## src/rtl/spi_port_pkg.sv

```systemverilog
package spi_port_pkg;
  typedef enum logic [1:0] {ROLE_OFF, ROLE_MASTER, ROLE_SLAVE} role_e;

  localparam logic [3:0] MODE_SLV_SS = 4'b0100;

  function automatic role_e mode_role(input logic [3:0] m);
    case (m)
      4'b0000, 4'b0001, 4'b0010, 4'b0011: return ROLE_MASTER;
      4'b0100, 4'b0101:                   return ROLE_SLAVE;
      default:                            return ROLE_OFF;
    endcase
  endfunction
endpackage

```

## src/rtl/spi_port_clkgen.sv

```systemverilog
module spi_port_clkgen #(
  parameter int DIV_A = 4,
  parameter int DIV_B = 16,
  parameter int DIV_C = 64
) (
  input  logic       clk_i,
  input  logic       rst_ni,
  input  logic       run_i,
  input  logic [1:0] sel_i,
  input  logic       tick_i,
  output logic       edge_o
);
  localparam int HALF_A = DIV_A / 2;
  localparam int HALF_B = DIV_B / 2;
  localparam int HALF_C = DIV_C / 2;
  localparam int CW     = $clog2(HALF_C + 1);

  logic [CW-1:0] cnt_q, lim;
  logic          use_tick, hit;

  always_comb begin
    case (sel_i)
      2'd0:    lim = CW'(HALF_A - 1);
      2'd1:    lim = CW'(HALF_B - 1);
      default: lim = CW'(HALF_C - 1);
    endcase
  end

  assign use_tick = (sel_i == 2'd3);
  assign hit      = (cnt_q == lim);
  assign edge_o   = run_i & (use_tick ? tick_i : hit);

  always_ff @(posedge clk_i or negedge rst_ni) begin
    if (!rst_ni)                 cnt_q <= '0;
    else if (!run_i || use_tick) cnt_q <= '0;
    else if (hit)                cnt_q <= '0;
    else                         cnt_q <= cnt_q + 1'b1;
  end
endmodule

```

## src/rtl/spi_port_sync.sv

```systemverilog
module spi_port_sync #(
  parameter int STAGES = 2
) (
  input  logic clk_i,
  input  logic rst_ni,
  input  logic sck_i,
  input  logic ss_ni,
  input  logic cpol_i,
  output logic lead_o,
  output logic trail_o,
  output logic ss_n_o
);
  logic [STAGES:0]   sck_sh;
  logic [STAGES-1:0] ss_sh;
  logic              rise, fall;

  always_ff @(posedge clk_i or negedge rst_ni) begin
    if (!rst_ni) begin
      sck_sh <= '0;
      ss_sh  <= '1;
    end else begin
      sck_sh <= {sck_sh[STAGES-1:0], sck_i};
      ss_sh  <= {ss_sh[STAGES-2:0], ss_ni};
    end
  end

  assign rise    =  sck_sh[STAGES-1] & ~sck_sh[STAGES];
  assign fall    = ~sck_sh[STAGES-1] &  sck_sh[STAGES];
  assign lead_o  = cpol_i ? fall : rise;
  assign trail_o = cpol_i ? rise : fall;
  assign ss_n_o  = ss_sh[STAGES-1];
endmodule

```

## src/rtl/spi_port.sv

```systemverilog
module spi_port
  import spi_port_pkg::*;
#(
  parameter int DATA_W      = 8,
  parameter int DIV_A       = 4,
  parameter int DIV_B       = 16,
  parameter int DIV_C       = 64,
  parameter int SYNC_STAGES = 2
) (
  input  logic              clk_i,
  input  logic              rst_ni,
  input  logic              cfg_we_i,
  input  logic              cfg_en_i,
  input  logic              cfg_cpol_i,
  input  logic [3:0]        cfg_mode_i,
  input  logic              buf_wr_i,
  input  logic [DATA_W-1:0] buf_wdata_i,
  input  logic              buf_rd_i,
  output logic [DATA_W-1:0] buf_rdata_o,
  output logic              buf_full_o,
  output logic              done_o,
  input  logic              flags_clr_i,
  output logic              wcol_o,
  output logic              rov_o,
  input  logic              tmr_tick_i,
  input  logic              sck_i,
  output logic              sck_o,
  output logic              sck_oe_o,
  input  logic              sdi_i,
  output logic              sdo_o,
  output logic              sdo_oe_o,
  input  logic              ss_ni
);
  localparam int BW = $clog2(DATA_W);

  logic              en_q, cpol_q;
  logic [3:0]        mode_q;
  logic [DATA_W-1:0] sr_q, rxbuf_q;
  logic [BW-1:0]     bit_q;
  logic              busy_q, mid_q, sdo_q, sck_q, full_q, done_q, wcol_q, rov_q;

  logic is_m, is_s, ss_block, m_edge, s_lead, s_trail, ss_n_s;
  logic lead, trail, active, wr_go, wr_col, last, ovf;
  logic [DATA_W-1:0] rx_word;

  assign is_m     = en_q && (mode_role(mode_q) == ROLE_MASTER);
  assign is_s     = en_q && (mode_role(mode_q) == ROLE_SLAVE);
  assign ss_block = is_s && (mode_q == MODE_SLV_SS) && ss_n_s;

  spi_port_clkgen #(.DIV_A(DIV_A), .DIV_B(DIV_B), .DIV_C(DIV_C)) i_clkgen (
    .clk_i  (clk_i),
    .rst_ni (rst_ni),
    .run_i  (is_m & busy_q),
    .sel_i  (mode_q[1:0]),
    .tick_i (tmr_tick_i),
    .edge_o (m_edge)
  );

  spi_port_sync #(.STAGES(SYNC_STAGES)) i_sync (
    .clk_i   (clk_i),
    .rst_ni  (rst_ni),
    .sck_i   (sck_i),
    .ss_ni   (ss_ni),
    .cpol_i  (cpol_q),
    .lead_o  (s_lead),
    .trail_o (s_trail),
    .ss_n_o  (ss_n_s)
  );

  // master edges alternate via mid_q; slave trailing edge needs a prior lead
  assign lead    = is_m ? (m_edge & ~mid_q) : (is_s & ~ss_block & s_lead);
  assign trail   = is_m ? (m_edge &  mid_q) : (is_s & ~ss_block & s_trail & mid_q);
  assign active  = is_m ? busy_q : (mid_q | (bit_q != '0));
  assign wr_go   = buf_wr_i & (is_m | is_s) & ~active;
  assign wr_col  = buf_wr_i & (is_m | is_s) &  active;
  assign last    = trail && (bit_q == BW'(DATA_W - 1));
  assign ovf     = last && is_s && full_q;
  assign rx_word = {sr_q[DATA_W-1:1], sdi_i};

  always_ff @(posedge clk_i or negedge rst_ni) begin
    if (!rst_ni) begin
      en_q    <= 1'b0;
      cpol_q  <= 1'b0;
      mode_q  <= '0;
      sr_q    <= '0;
      rxbuf_q <= '0;
      bit_q   <= '0;
      busy_q  <= 1'b0;
      mid_q   <= 1'b0;
      sdo_q   <= 1'b0;
      sck_q   <= 1'b0;
      full_q  <= 1'b0;
      done_q  <= 1'b0;
      wcol_q  <= 1'b0;
      rov_q   <= 1'b0;
    end else begin
      if (cfg_we_i) begin
        en_q   <= cfg_en_i;
        cpol_q <= cfg_cpol_i;
        mode_q <= cfg_mode_i;
      end
      done_q <= last;

      if (!(is_m || is_s) || ss_block) begin
        busy_q <= 1'b0;
        bit_q  <= '0;
        mid_q  <= 1'b0;
      end else begin
        if (wr_go) begin
          sr_q   <= buf_wdata_i;
          busy_q <= is_m;
        end
        if (lead) begin
          sdo_q <= sr_q[DATA_W-1];
          sr_q  <= {sr_q[DATA_W-2:0], 1'b0};
          mid_q <= 1'b1;
        end
        if (trail) begin
          sr_q[0] <= sdi_i;
          mid_q   <= 1'b0;
          bit_q   <= last ? '0 : bit_q + 1'b1;
          if (last) busy_q <= 1'b0;
        end
      end

      if (last && !ovf) begin
        rxbuf_q <= rx_word;
        full_q  <= 1'b1;
      end else if (buf_rd_i) begin
        full_q <= 1'b0;
      end

      if (wr_col)           wcol_q <= 1'b1;
      else if (flags_clr_i) wcol_q <= 1'b0;
      if (ovf)              rov_q  <= 1'b1;
      else if (flags_clr_i) rov_q  <= 1'b0;

      if (!is_m || !busy_q) sck_q <= cpol_q;
      else if (m_edge)      sck_q <= ~sck_q;
    end
  end

  assign buf_rdata_o = rxbuf_q;
  assign buf_full_o  = full_q;
  assign done_o      = done_q;
  assign wcol_o      = wcol_q;
  assign rov_o       = rov_q;
  assign sck_o       = sck_q;
  assign sck_oe_o    = is_m;
  assign sdo_o       = sdo_q;
  assign sdo_oe_o    = is_m | (is_s & ~ss_block);
endmodule

```

## config.mk

```make
export PLATFORM = sky130hd
export DESIGN_NAME = spi_port
export DESIGN_NICKNAME = d
export VERILOG_FILES = /design/src/rtl/spi_port_pkg.sv /design/src/rtl/spi_port_clkgen.sv /design/src/rtl/spi_port_sync.sv /design/src/rtl/spi_port.sv
export SDC_FILE = /design/constraint.sdc
export NUM_CORES = 1
export LEC_CHECK = 0
export BUFFER_PORTS_ARGS = -buffer_cell sky130_fd_sc_hd__buf_2
export CAP_MARGIN = 20
export CORE_AREA = 5 5 66 68
export DETAILED_ROUTE_END_ITERATION = 8
export DIE_AREA = 0 0 71 73
export PLACE_DENSITY = 0.86
export RECOVER_POWER = 100
export REMOVE_ABC_BUFFERS = 1
export SYNTH_ARGS = -nofsm -noshare
export SYNTH_HDL_FRONTEND = slang
export SYNTH_SLANG_ARGS = --single-unit
```

## constraint.sdc

```tcl
create_clock -name clk_i -period 6.1 [get_ports clk_i]
set_clock_uncertainty 0.1 [all_clocks]
set_input_delay 1.22 -clock clk_i [delete_from_list [all_inputs] [get_ports clk_i]]
set_output_delay 1.22 -clock clk_i [all_outputs]
set_load 0.005 [all_outputs]
```

# Word-level counts from Yosys, hierarchy flattened
# Cells that the tools add are included.
word_totals:
  ram_bits: 0
  output_inout_bits: 16
  mem_bits_ro: 0
  latchBits: 0
  register_bits: 44
  word_cells: 117
  n_memories: 0
classes:
  n_addsub: 2
  muxes: 30
  n_div: 0
  shift: 0
  multipliers: 0
  n_eq_ne: 11
  bitwise: 23
  reduce_logical: 33
  order_cmp: 0
op_table:
  columns: ["op", "count"]
  rows:
  - ["$mux 1", 21]
  - ["$mux 8", 2]
  - ["$and 1x1->1", 13]
  - ["$mux 6", 2]
  - ["$reduce_bool 2->1", 6]
  - ["$pmux 5 s2", 1]
  - ["$mux 3", 3]
  - ["$reduce_bool 3->1", 3]
  - ["$eq 4x2->1 const B", 2]
  - ["$eq 4x3->1 const B", 2]
  - ["$logic_and 1x1->1", 8]
  - ["$not 1->1", 7]
  - ["$add 6x1->6 const B", 1]
  - ["$eq 6x5->1", 1]
  - ["$reduce_and 2->1", 3]
  - ["$logic_not 1->1", 5]
  - ["$eq 2x1->1 const B", 2]
  - ["$eq 2x2->1 const B", 2]
  - ["$eq 4x1->1 const B", 1]
  - ["$logic_not 4->1", 1]
  - ["$logic_or 1x1->1", 4]
  - ["$pmux 2 s2", 1]
  - ["$reduce_or 4->1", 1]
  - ["$add 3x1->3 const B", 1]
  - ["4 further kinds", 6]

# Longest topological paths before layout
logic_depth:
  word_depth: 18
  mapped_depth: 8

# Modules after synthesis
# A second synthesis with hierarchy kept.
hier_totals:
  cells_unflattened: 171
  hier_area_um2: 2053.2
by_module_without_submodules:
  columns: ["mod", "area_each_um2", "seq_area_each_um2", "n_inst", "cells_per_inst"]
  rows:
  - ["spi_port", 1527.7, 825.8, 1, 127]
  - ["spi_port_clkgen", 364.1, 150.1, 1, 35]
  - ["spi_port_sync", 161.4, 127.6, 1, 9]

# Least setup slack after synthesis
# Ideal clock, no wire load.
synth_timing:
  path_kind: "input -> register"
  start: "in buf_wr_i"
  end: "reg sr_q[1]"
  setup_time_ns: 0.125
  arrival_time_ns: 2.334
  stages: 5
  n_path_buf: 1
  setup_slack_ns: 3.541
  cell_sequence: "nand3b_1 -> or3b_1 -> buf_6 -> mux2_4 -> mux2_2"
synth_via:
  elab_chain_len: 4
synth_lines:
  columns: ["element", "line", "source"]
  rows:
  - ["start, declared", "spi_port.sv:16", "input logic buf_wr_i,"]
  - ["$and 1x1->1 (2 in a row)", "spi_port.sv:74", "assign wr_go = buf_wr_i & (is_m | is_s) & ~active;"]
  - ["$reduce_bool 2->1 (no source line)", null, null]
  - ["$reduce_and 2->1 (no source line)", null, null]
  - ["end signal, assigned", "spi_port.sv:110", "sr_q <= buf_wdata_i;"]
  - ["end signal, assigned", "spi_port.sv:115", "sr_q <= {sr_q[DATA_W-2:0], 1'b0};"]
  - ["end, declared", "spi_port.sv:38", "logic [DATA_W-1:0] sr_q, rxbuf_q;"]
# Every way passes these cells.
# A chain may end at the register's enable or synchronous reset.

# Worst setup path in the final report
layout_timing:
  start: "reg mode_q[1]"
  end: "reg sr_q[4]"
layout_via:
  elab_chain_len: 13
  word_cells_on_any_way: 40
layout_lines:
  columns: ["element", "line", "source"]
  rows:
  - ["start, declared", "spi_port.sv:37", "logic [3:0] mode_q;"]
  - ["start signal, assigned", "spi_port.sv:100", "mode_q <= cfg_mode_i;"]
  - ["$eq 4x1->1 (tied with other cells)", "spi_port_pkg.sv:7", "case (m)"]
  - ["$reduce_or 4->1 or $reduce_or 2->1 (tied branches)", "spi_port_pkg.sv:7", null]
  - ["$pmux 2 s2", "spi_port_pkg.sv:7", null]
  - ["$eq 2x2->1", "spi_port.sv:47", "assign is_s = en_q && (mode_role(mode_q) == ROLE_SLAVE);"]
  - ["$logic_and 1x1->1", "spi_port.sv:47", null]
  - ["$logic_and 1x1->1 (2 in a row)", "spi_port.sv:48", "assign ss_block = is_s && (mode_q == MODE_SLV_SS) && ss_n_s;"]
  - ["$not 1->1", "spi_port.sv:71", "assign lead = is_m ? (m_edge & ~mid_q) : (is_s & ~ss_block & s_lead);"]
  - ["$and 1x1->1 (2 in a row)", "spi_port.sv:71", null]
  - ["$mux 1", "spi_port.sv:71", null]
  - ["$reduce_bool 2->1 (no source line)", null, null]
  - ["$reduce_and 2->1 (no source line)", null, null]
# Parallel ways exist; a longest one is shown, timed or not.

==> results_tabular.tex <==
\begin{tabular}{lr}
\hline
Metric & Value \\
\hline
\multicolumn{2}{l}{\textbf{Clocking}} \\
Num Clock Sinks & 44 \\
Count of hold-fix buffers inserted at cts & 0 \\
Deepest clock path buffer count & 2 \\
Clock buffer count from CTS & 5 \\
Cell chosen for the clock root & clkbuf\_8 \\
H-Tree Depth & 2 \\
Post-cts sizing count & 0 \\
TritonCTS clock tree & built \\
Setup fix buffers added after clock tree synthesis & 0 \\
Clock insertion delay at the later pin of the skew report & 0.30 ns \\
Clock Pin Slew Worst Setup and Hold Paths & 0.08 ns \\
\multicolumn{2}{l}{\textbf{Finish}} \\
Antenna diodes & 0 \\
Synthesis-to-finish area growth & 13.0\% \\
Fraction of layout cells with a size suffix above 1 & 33.8\% \\
Final Non-Filler Cells & 260 \\
Post-layout net count & 237 \\
\multicolumn{2}{l}{\textbf{Floorplan}} \\
Die span in y & 73 um \\
Total core area & 0.00380 mm2 \\
Starting density of the core & 55.1\% \\
Die Wd & 71 um \\
Die area & 0.00518 mm2 \\
Boundary pin count & 40 \\
Placement row count & 23 \\
\multicolumn{2}{l}{\textbf{Status}} \\
Failing checks & capacitance limit, slew limit \\
Status & finished with violations \\
\multicolumn{2}{l}{\textbf{Setup path}} \\
Type of the worst setup path & reg2reg \\
Family with the most delay on the worst path & compound AO/OA/AOI/OAI gates \\
Highest-delay cell along the critical path & o31ai\_1 \\
Launch point of the worst path & mode\_q[1] \\
Cells traversed along the worst timing path & or4\_1 > a21oi\_1 > a21boi\_0 > o31ai\_1 > mux2\_2 \\
Critical path's largest stage delay & 1.12 ns \\
Sort of element at the start of the critical path & register \\
Critical R2R Launch & mode\_q[1] \\
Largest fanout on the critical path & 11 \\
Endpoint type of the worst setup path & register \\
Crit path arrival time & 3.42 ns \\
Number of buffer and inverter instances along the worst setup path & 0 \\
Required arrival time at the worst endpoint & 6.19 ns \\
\multicolumn{2}{l}{\textbf{GRT}} \\
Antenna violations before repair & 0 \\
Aggregate global-route resource usage & 17.1\% \\
Number of global-route vias before repair & 1426 \\
Wire length of the first global-routing pass & 6840 um \\
Overflow left after global routing & 0 \\
Pin count of the biggest net entering global routing & 45 \\
\multicolumn{2}{l}{\textbf{STA}} \\
Total negative slack for setup checks & 0 ns \\
Max Freq & 0.300 GHz \\
Setup repair after global routing missed its margin & no \\
Relative slew margins & -52.9\% \\
Pins Over Slew Limit & 45 \\
Tightest Pin Transition & 2.29 ns \\
Endpoints failing hold & 0 \\
Setup violators final & 0 \\
Period utilization & 54.6\% \\
Clock period minus worst slack & 3.33 ns \\
\multicolumn{2}{l}{\textbf{Routing}} \\
Remaining routing DRC violations & 0 \\
Via-to-Cell Ratio & 5.41 \\
Violation count after the first detailed-routing iteration & 58 \\
Total Routed Length & 3950 um \\
Number of vias in the routed layout & 1407 \\
Length of the first detailed-routing pass in iterations & 4 \\
Number of nets still failing antenna checks after routing & 0 \\
Wire length per cell after detailed routing & 15.2 um \\
\multicolumn{2}{l}{\textbf{Synth}} \\
Area contributors post-synth & dfrtp\_1, mux2\_2, mux2\_4 \\
Count of flip-flops with a built-in enable after synthesis & 0 \\
Number of different library cells in the post-synthesis netlist & 45 \\
Leading register cell type out of synthesis & dfrtp\_1 \\
Number of synthesized register bits & 44 \\
Mean post-synth cell area & 12.5 um2 \\
Yosys warning total & 0 \\
Post-synth top cells & dfrtp\_1, mux2\_2, nor2\_1 \\
Cell count after synthesis & 168 \\
Most numerous cell in the Yosys netlist & dfrtp\_1 \\
Seq/Total Area, Yosys & 52.8\% \\
Area leader, netlist & dfrtp\_1 \\
Syn Std Cell Area & 0.00209 mm2 \\
Area share of the largest cell type after synthesis & 50.2\% \\
Post-synth ARST share & 100\% \\
\multicolumn{2}{l}{\textbf{Power}} \\
VDD IR-drop max & 0.186 mV \\
Power per unit of standard cell area & 262 mW/mm2 \\
Leakage Power & 1.10 nW \\
\multicolumn{2}{l}{\textbf{Run}} \\
Max-cap violation count & 1 \\
\multicolumn{2}{l}{\textbf{Worst hold path}} \\
HP Start & i\_sync.sck\_sh[0] \\
Worst Hold Class & reg2reg \\
\multicolumn{2}{l}{\textbf{Placement}} \\
Placed cell count & 252 \\
Routability-driven placement congestion ratio & 0.778 \\
Dpl hpwl & 2880 um \\
Count of buffers from port buffering & 39 \\
\hline
\end{tabular}
placed cells by master (no fill, tap or decap), drive strengths merged, types with 2 or more instances in the layout:
cell	instances
xnor2	2
nand3b	2
nand2b	4
nor3b	2
nand2	8
xor2	3
nand3	8
o21ai	3
clkbuf	15
nor2	11
inv	8
mux2i	3
buf	30
o31ai	2
dfstp	2
a21oi	4
o22ai	3
a211oi	3
or3b	3
mux2	29
ha	4
dfrtp	42
metal layers:
layer	up-vias	GRT usage, %	part of all wire, %
li1	682	-	-
met1	684	22.3	44
met2	34	26.3	47
met3	7	5.65	6.8
met4	0	6.89	1.8
met5	-	0	0
sequential cells by signal, summed over array words and instances (netlist names):
signal	flops
buf_rdata_o	8
sr_q	8
i_clkgen.cnt_q	6
mode_q	4
bit_q	3
i_sync.sck_sh	3
i_sync.ss_sh	2
buf_full_o	1
busy_q	1
cpol_q	1
done_o	1
en_q	1
mid_q	1
rov_o	1
sck_o	1
sdo_o	1
wcol_o	1
layout make-up:
class,count,area (um2)
sequential,44,1100
multi-input combinational,111,900
clock inverter,2,12.5
fill,318,1430
clock buffer,6,72.6
inverter,8,30.0
timing repair buffer,39,184
tap,50,62.6
logic make-up (layout without fill, tap and decap cells):
logic type               after synthesis  in the layout  synth area share (%)
adder cells (fa/ha/maj)                4              4                  2.39
AND/OR/NAND/NOR                       46             46                  12.4
buffers and inverters                 13             55                  3.11
flip-flops                            44             44                  52.8
AO/OA/AOI/OAI                         24             24                  8.97
multiplexers                          32             32                  18.3
XOR/XNOR                               5              5                  2.09
metrics by stage:
step	power [W]	setup WS (ns)	cell area, um2	hold WS [ns]	util, %
floorplan	0.000415	3.46	2060	0.231	-
global placement	0.000444	3.27	2310	0.232	60.9
detailed placement	0.000448	3.24	2310	0.235	60.9
CTS	0.000627	3.22	2400	0.252	63.2
global route	0.000653	2.57	2360	0.267	62.3
finish	0.000620	2.77	2360	0.251	62.3
power by group:
| group | total (W) | switching [W] | internal, W |
|---|---|---|---|
| Clock | 0.000178 | 0.0000982 | 0.0000800 |
| Combinational | 0.0000924 | 0.0000317 | 0.0000607 |
| Sequential | 0.000349 | 0.0000269 | 0.000323 |
| Total | 0.000620 | 0.000157 | 0.000463 |
final timing paths:
| path | cells after the start | slack, ns | to |
|---|---|---|---|
| max | 5 | 2.77 | sr_q[4] |
| min | 0 | 0.25 | i_sync.sck_sh[1] |
| max reg2reg | 5 | 2.77 | sr_q[4] |
| min reg2reg | 0 | 0.25 | i_sync.sck_sh[1] |
| max in group asynchronous | 1 | 3.09 | mode_q[2] |
| min in group asynchronous | 1 | 1.49 | i_clkgen.cnt_q[2] |
Power figures use the tool's default switching activity.
